## src/rtl/act_gate_pkg.sv

```systemverilog
package act_gate_pkg;

  localparam int unsigned STAMP_W = 32;

  typedef logic [STAMP_W-1:0] stamp_t;

  typedef struct packed {
    logic   vld;
    stamp_t at;
  } stamp_rec_t;

  // An empty record counts as infinitely old.
  function automatic logic elapsed_ge(stamp_rec_t r, stamp_t now, stamp_t lim);
    return !r.vld || ((now - r.at) >= lim);
  endfunction

endpackage

```

## src/rtl/act_bank_hist.sv

```systemverilog
module act_bank_hist
  import act_gate_pkg::*;
#(
  parameter int unsigned NUM_BANKS = 8,
  parameter int unsigned BANK_W    = 3,
  parameter int unsigned T_RC      = 20
) (
  input  logic              clk,
  input  logic              rst_n,
  input  logic              issue,
  input  logic [BANK_W-1:0] bank,
  input  stamp_t            now,
  output logic              same_ok
);

  stamp_rec_t rec_q   [NUM_BANKS];
  stamp_rec_t rec_nxt [NUM_BANKS];
  logic [NUM_BANKS-1:0] wr_en;

  for (genvar g = 0; g < NUM_BANKS; g++) begin : g_bank
    always_comb begin
      wr_en[g]   = issue && (bank == BANK_W'(g));
      rec_nxt[g] = '{vld: 1'b1, at: now};
    end

    always_ff @(posedge clk or negedge rst_n) begin
      if (!rst_n)        rec_q[g] <= '0;
      else if (wr_en[g]) rec_q[g] <= rec_nxt[g];
    end
  end

  assign same_ok = elapsed_ge(rec_q[bank], now, stamp_t'(T_RC));


  same_bank_gap_chk: assert property (@(posedge clk) disable iff (!rst_n)
    (issue && (T_RC > 1)) |=>
      ((bank != $past(bank)) || (now != $past(now) + 1'b1) || !same_ok));

endmodule

```

## src/rtl/act_glob_hist.sv

```systemverilog
module act_glob_hist
  import act_gate_pkg::*;
#(
  parameter int unsigned N_ACT = 4,
  parameter int unsigned T_RRD = 4,
  parameter int unsigned T_FAW = 24
) (
  input  logic   clk,
  input  logic   rst_n,
  input  logic   issue,
  input  stamp_t now,
  output logic   rrd_ok,
  output logic   faw_ok
);

  stamp_rec_t hist_q   [N_ACT];
  stamp_rec_t hist_nxt [N_ACT];
  logic [N_ACT-1:0] vld;

  for (genvar i = 0; i < N_ACT; i++) begin : g_slot
    if (i == 0) begin : g_head
      always_comb hist_nxt[i] = '{vld: 1'b1, at: now};
    end else begin : g_tail
      always_comb hist_nxt[i] = hist_q[i-1];
    end

    always_ff @(posedge clk or negedge rst_n) begin
      if (!rst_n)     hist_q[i] <= '0;
      else if (issue) hist_q[i] <= hist_nxt[i];
    end

    assign vld[i] = hist_q[i].vld;
  end

  assign rrd_ok = elapsed_ge(hist_q[0], now, stamp_t'(T_RRD));
  assign faw_ok = elapsed_ge(hist_q[N_ACT-1], now, stamp_t'(T_FAW));


  any_bank_gap_chk: assert property (@(posedge clk) disable iff (!rst_n)
    (issue && (T_RRD > 1)) |=> ((now != $past(now) + 1'b1) || !rrd_ok));


  fill_step_chk: assert property (@(posedge clk) disable iff (!rst_n)
    $countones(vld) <= $past($countones(vld)) + 1);


  window_kept_chk: assert property (@(posedge clk) disable iff (!rst_n)
    $past(vld[N_ACT-1]) |-> vld[N_ACT-1]);

endmodule

```

## src/rtl/act_window_gate.sv

```systemverilog
module act_window_gate
  import act_gate_pkg::*;
#(
  parameter int unsigned NUM_BANKS = 8,
  parameter int unsigned N_ACT     = 4,
  parameter int unsigned T_RC      = 20,
  parameter int unsigned T_RRD     = 4,
  parameter int unsigned T_FAW     = 24,
  localparam int unsigned BANK_W   = (NUM_BANKS > 1) ? $clog2(NUM_BANKS) : 1
) (
  input  logic                       clk,
  input  logic                       rst_n,
  input  logic                       act_req,
  input  logic [BANK_W-1:0]          act_bank,
  input  logic                       act_issue,
  input  logic [STAMP_W-1:0]         cycle_now,
  input  logic                       bus_busy,
  output logic                       act_allow
);

  logic same_ok;
  logic rrd_ok;
  logic faw_ok;

  act_bank_hist #(
    .NUM_BANKS (NUM_BANKS),
    .BANK_W    (BANK_W),
    .T_RC      (T_RC)
  ) u_bank_hist (
    .clk     (clk),
    .rst_n   (rst_n),
    .issue   (act_issue),
    .bank    (act_bank),
    .now     (cycle_now),
    .same_ok (same_ok)
  );

  act_glob_hist #(
    .N_ACT (N_ACT),
    .T_RRD (T_RRD),
    .T_FAW (T_FAW)
  ) u_glob_hist (
    .clk    (clk),
    .rst_n  (rst_n),
    .issue  (act_issue),
    .now    (cycle_now),
    .rrd_ok (rrd_ok),
    .faw_ok (faw_ok)
  );

  assign act_allow = act_req && !bus_busy && same_ok && rrd_ok && faw_ok;


  busy_blocks_chk: assert property (@(posedge clk) disable iff (!rst_n)
    bus_busy |-> !act_allow);


  req_needed_chk: assert property (@(posedge clk) disable iff (!rst_n)
    act_allow |-> act_req);

endmodule

```

## config.mk

```make
export PLATFORM = sky130hd
export DESIGN_NAME = act_window_gate
export DESIGN_NICKNAME = d
export VERILOG_FILES = /design/src/rtl/act_gate_pkg.sv /design/src/rtl/act_bank_hist.sv /design/src/rtl/act_glob_hist.sv /design/src/rtl/act_window_gate.sv
export SDC_FILE = /design/constraint.sdc
export NUM_CORES = 1
export LEC_CHECK = 0
export BUFFER_PORTS_ARGS = -buffer_cell sky130_fd_sc_hd__buf_2
export CORE_MARGIN = 3
export CORE_UTILIZATION = 50
export DETAILED_ROUTE_END_ITERATION = 16
export MAX_ROUTING_LAYER = met4
export PLACE_DENSITY = 0.76
export RECOVER_POWER = 25
export SETUP_SLACK_MARGIN = 0.5
export SYNTH_ARGS = -nofsm -noshare
export SYNTH_HDL_FRONTEND = slang
export SYNTH_SLANG_ARGS = --single-unit
```

## constraint.sdc

```tcl
create_clock -name clk -period 17.5 [get_ports clk]
set_input_delay 1.75 -clock clk [delete_from_list [all_inputs] [get_ports clk]]
set_output_delay 1.75 -clock clk [all_outputs]
set_load 0.02 [all_outputs]
```

==> metrics.json <==
{
  "status": {"value": "finished with violations"},
  "violations": {"value": "capacitance limit, slew limit"},
  "synth_cell_types": {"value": 77},
  "global_route_wire_length_before_repair": {"value": 88800, "unit": "microns"},
  "postSynthRegisterBits": {"value": 396},
  "finalClockSkew": {"value": 20.7, "unit": "ps"},
  "cp_data_arrival_time": {"value": 7780, "unit": "ps"},
  "ratio_of_cells_with_drive_above_1_in_the_final_layout": {"value": 0.264},
  "top_ff_cell_synth": {"value": "sky130_fd_sc_hd__dfrtp_1"},
  "fin_total_pwr": {"value": 2.99, "unit": "mW"},
  "number_of_filler_cells_placed_in_the_layout": {"value": 3692},
  "layout_setup_ws": {"value": 7970, "unit": "ps"},
  "syn2layout_area_growth": {"value": 9.08, "unit": "%"},
  "ir_worst_vdd": {"value": 0.0614, "unit": "mV"},
  "antenna_left": {"value": 0},
  "finish.cell_count_without_fillers": {"value": 2637},
  "tritoncts_clock_tree": {"value": "done"},
  "floorplan.die.height": {"value": 219, "unit": "microns"},
  "fmax": {"value": 0.105, "unit": "GHz"},
  "via_per_inst": {"value": 6.15},
  "worstHoldPathType": {"value": "register to register"},
  "cts_buffer_depth": {"value": 3},
  "crit_path_max_fanout": {"value": 37},
  "syn_area": {"value": 0.0226, "unit": "sq mm"},
  "clkSinkCount": {"value": 396},
  "final.period_utilization": {"value": 0.545},
  "timing.hold.ws": {"value": 465, "unit": "ps"},
  "rows": {"value": 77},
  "hold_buffers": {"value": 0},
  "timing.setup.tns": {"value": 0, "unit": "ps"},
  "yosysTopAreaCellShare": {"value": 0.438},
  "largest_net_degree_at_the_start_of_global_routing": {"value": 116},
  "setup_viol_count_final": {"value": 0},
  "yosys.area.top_type": {"value": "sky130_fd_sc_hd__dfrtp_1"},
  "critPathRequiredTime": {"value": 15750, "unit": "ps"},
  "hold_viol_final": {"value": 0},
  "postSynth.asyncResetShare": {"value": 1.00},
  "place_hpwl": {"value": 37400, "unit": "microns"},
  "p_per_area": {"value": 121, "unit": "mW/mm^2"},
  "period_minus_slack": {"value": 9530, "unit": "ps"},
  "post_dp_cell_area": {"value": 0.0233, "unit": "sq mm"},
  "synthesis.nets": {"value": 2162},
  "synth_warnings": {"value": 0},
  "cts_made_buffers": {"value": 43},
  "cts_htree_levels": {"value": 2},
  "wirelength": {"value": 55100, "unit": "microns"},
  "initial_utilization": {"value": 0.509},
  "critPathBufInv": {"value": 3},
  "dieArea": {"value": 0.0478, "unit": "sq mm"},
  "die-width": {"value": 219, "unit": "microns"},
  "design.final.nets": {"value": 2148},
  "synth.avg_cell_area": {"value": 11.2, "unit": "sq um"},
  "cell_with_the_most_instances_after_synthesis": {"value": "sky130_fd_sc_hd__dfrtp_1"},
  "post_dr_wirelength_cell": {"value": 20.9, "unit": "microns"},
  "postSynthCellCount": {"value": 2025},
  "number_of_vias_after_detailed_routing": {"value": 16200},
  "finalCoreUtilization": {"value": 0.556},
  "detail_route.first_pass.iterations": {"value": 5},
  "synth.yosys.seq_area_share": {"value": 0.438},
  "cp_max_stage_cell": {"value": "sky130_fd_sc_hd__buf_4"},
  "power.static_leakage": {"value": 10.6, "unit": "nW"},
  "globalRoute.totalOverflow": {"value": 0},
  "finalWeightedCongestion": {"value": 0.972},
  "critPathKind": {"value": "input port to primary output"},
  "postCtsSetupBuffers": {"value": 0},
  "synth_edf_count": {"value": 0},
  "drv_slew": {"value": 280},
  "rsz0062_at_grt": {"value": "false"},
  "dpl.cell_count": {"value": 2558},
  "cap_violations": {"value": 3},
  "fin_area": {"value": 0.0247, "unit": "sq mm"},
  "timing_worst_slew_pin_value": {"value": 6070, "unit": "ps"},
  "cpPeakStageDelay": {"value": 710, "unit": "ps"},
  "path_cells": {"value": "buf_4 > buf_4 > mux4_2 > mux2_2 > ha_1 > fa_1 > nand2b_1 > a211oi_1 > nor2_1 > a221o_2 > a311o_1 > nor4_1 > nand4_1 > or4_1 > o41ai_2 > a211oi_1 > buf_2"},
  "port-buffer-count": {"value": 40},
  "clock_tree.root_cell": {"value": "sky130_fd_sc_hd__clkbuf_16"},
  "critPathLaunchType": {"value": "input port"},
  "cp_top_family": {"value": "compound AO/OA/AOI/OAI gates"},
  "clkLatencyLatePin": {"value": 590, "unit": "ps"},
  "post_cts_resize_count": {"value": 0},
  "dr.first_iter.drc_count": {"value": 1501},
  "worstSetupEndpointType": {"value": "primary output"},
  "grt_pass1_vias": {"value": 16100},
  "post-route-drc-count": {"value": 0},
  "place_worst_setup_slack": {"value": 7920, "unit": "ps"},
  "grt_util_all_layers": {"value": 0.240},
  "clkSlewWorstSetupHoldPaths": {"value": 60, "unit": "ps"},
  "fp.coreArea": {"value": 0.0444, "unit": "sq mm"},
  "antenna_found_initial": {"value": 2},
  "synth_common_cells": {"value": "sky130_fd_sc_hd__dfrtp_1, sky130_fd_sc_hd__mux2_2, sky130_fd_sc_hd__nand2_1"},
  "timing.max_slew.rel_slack": {"value": -3.04},
  "synth.top_cells.by_area": {"value": "sky130_fd_sc_hd__dfrtp_1, sky130_fd_sc_hd__mux2_2, sky130_fd_sc_hd__mux4_2, sky130_fd_sc_hd__ha_1, sky130_fd_sc_hd__o21ai_0"},
  "io_pins": {"value": 41}
}
[area by class of cell]
class / count / area (sq um) / area share
inverters: 98 / 368 / 0.0149
repair buffers: 56 / 319 / 0.0129
flip-flops and latches: 396 / 9910 / 0.402
well taps: 592 / 741 / 0.0300
multi-input cells: 1416 / 11900 / 0.483
clock inverters: 18 / 196 / 0.00796
diodes: 2 / 5.00 / 0.000203
clock buffers: 59 / 1220 / 0.0493
[flip-flops by register name, summed over array words and instances (netlist names)]
register,flops
u_bank_hist.rec_q,264
u_glob_hist.hist_nxt,99
u_glob_hist.hist_q,33
[placed cells by master, fill, tap and decap left out, types with 11 or more instances in the layout]
cell type                     n
sky130_fd_sc_hd__dfrtp_1    396
sky130_fd_sc_hd__mux2_2     321
sky130_fd_sc_hd__nand2_1    140
sky130_fd_sc_hd__o21ai_0    129
sky130_fd_sc_hd__inv_1       98
sky130_fd_sc_hd__a21oi_1     97
sky130_fd_sc_hd__ha_1        94
sky130_fd_sc_hd__nor2_1      81
sky130_fd_sc_hd__mux4_2      64
sky130_fd_sc_hd__clkbuf_16   43
sky130_fd_sc_hd__mux2i_1     42
sky130_fd_sc_hd__buf_2       36
sky130_fd_sc_hd__a21o_1      34
sky130_fd_sc_hd__nor3_1      29
sky130_fd_sc_hd__nand3_1     27
sky130_fd_sc_hd__nand4_1     27
sky130_fd_sc_hd__a211oi_1    22
sky130_fd_sc_hd__xnor2_1     22
sky130_fd_sc_hd__nand2b_1    18
sky130_fd_sc_hd__xor2_1      17
sky130_fd_sc_hd__buf_4       17
sky130_fd_sc_hd__o21a_1      16
sky130_fd_sc_hd__a31oi_1     15
sky130_fd_sc_hd__nor2b_1     15
sky130_fd_sc_hd__nor4_1      15
sky130_fd_sc_hd__o211ai_1    14
sky130_fd_sc_hd__or2_2       13
sky130_fd_sc_hd__and3_1      12
sky130_fd_sc_hd__or3_1       11
sky130_fd_sc_hd__clkbuf_1    11
[layer usage]
metal	vias to the layer above	GRT usage	wire (microns)
met3	100	0.0339	2630
met2	421	0.375	25500
li1	7435	-	-
met1	8262	0.328	25300
met5	-	-	0
met4	0	0.0737	1660
[worst paths after layout]
| kind | cells past startpoint | slack (ps) | from | end |
|---|---|---|---|---|
| setup / recovery | 17 | 7970 | act_bank[0] | act_allow |
| hold / removal | 1 | 470 | u_bank_hist.rec_q[65] | u_bank_hist.rec_q[65] |
| setup reg to reg | 2 | 16560 | u_glob_hist.hist_q[30] | u_glob_hist.hist_q[30] |
| hold reg to reg | 1 | 470 | u_bank_hist.rec_q[65] | u_bank_hist.rec_q[65] |
| max in group asynchronous | 4 | 8030 | rst_n | u_glob_hist.hist_q[0] |
| min in group asynchronous | 1 | 3410 | rst_n | u_glob_hist.hist_nxt[54] |
[worst reg2reg max path, cell delays in order (launching register included)]
cell	delay, ps
sky130_fd_sc_hd__dfrtp_1	370
sky130_fd_sc_hd__inv_1	130
sky130_fd_sc_hd__o21ai_0	120
[logic make-up (layout without fill, tap and decap cells)]
logic type,count (synthesis),count (layout),synth area share
buf+inv,213,231,0.0361
mux,427,427,0.242
compound gates,423,423,0.120
xor+xnor,39,39,0.0151
simple gates,430,430,0.0942
other cells,0,2,0
flops,396,396,0.438
fa+ha+maj,97,97,0.0546
[report_power, final]
part           internal, mW  leakage [nW]  switching (mW)  total [mW]
logic                 0.415          5.21           0.486       0.902
clock network         0.521         0.693           0.387       0.909
registers              1.09          4.74          0.0845        1.18
No activity file was read; power rests on OpenSTA's default activity.
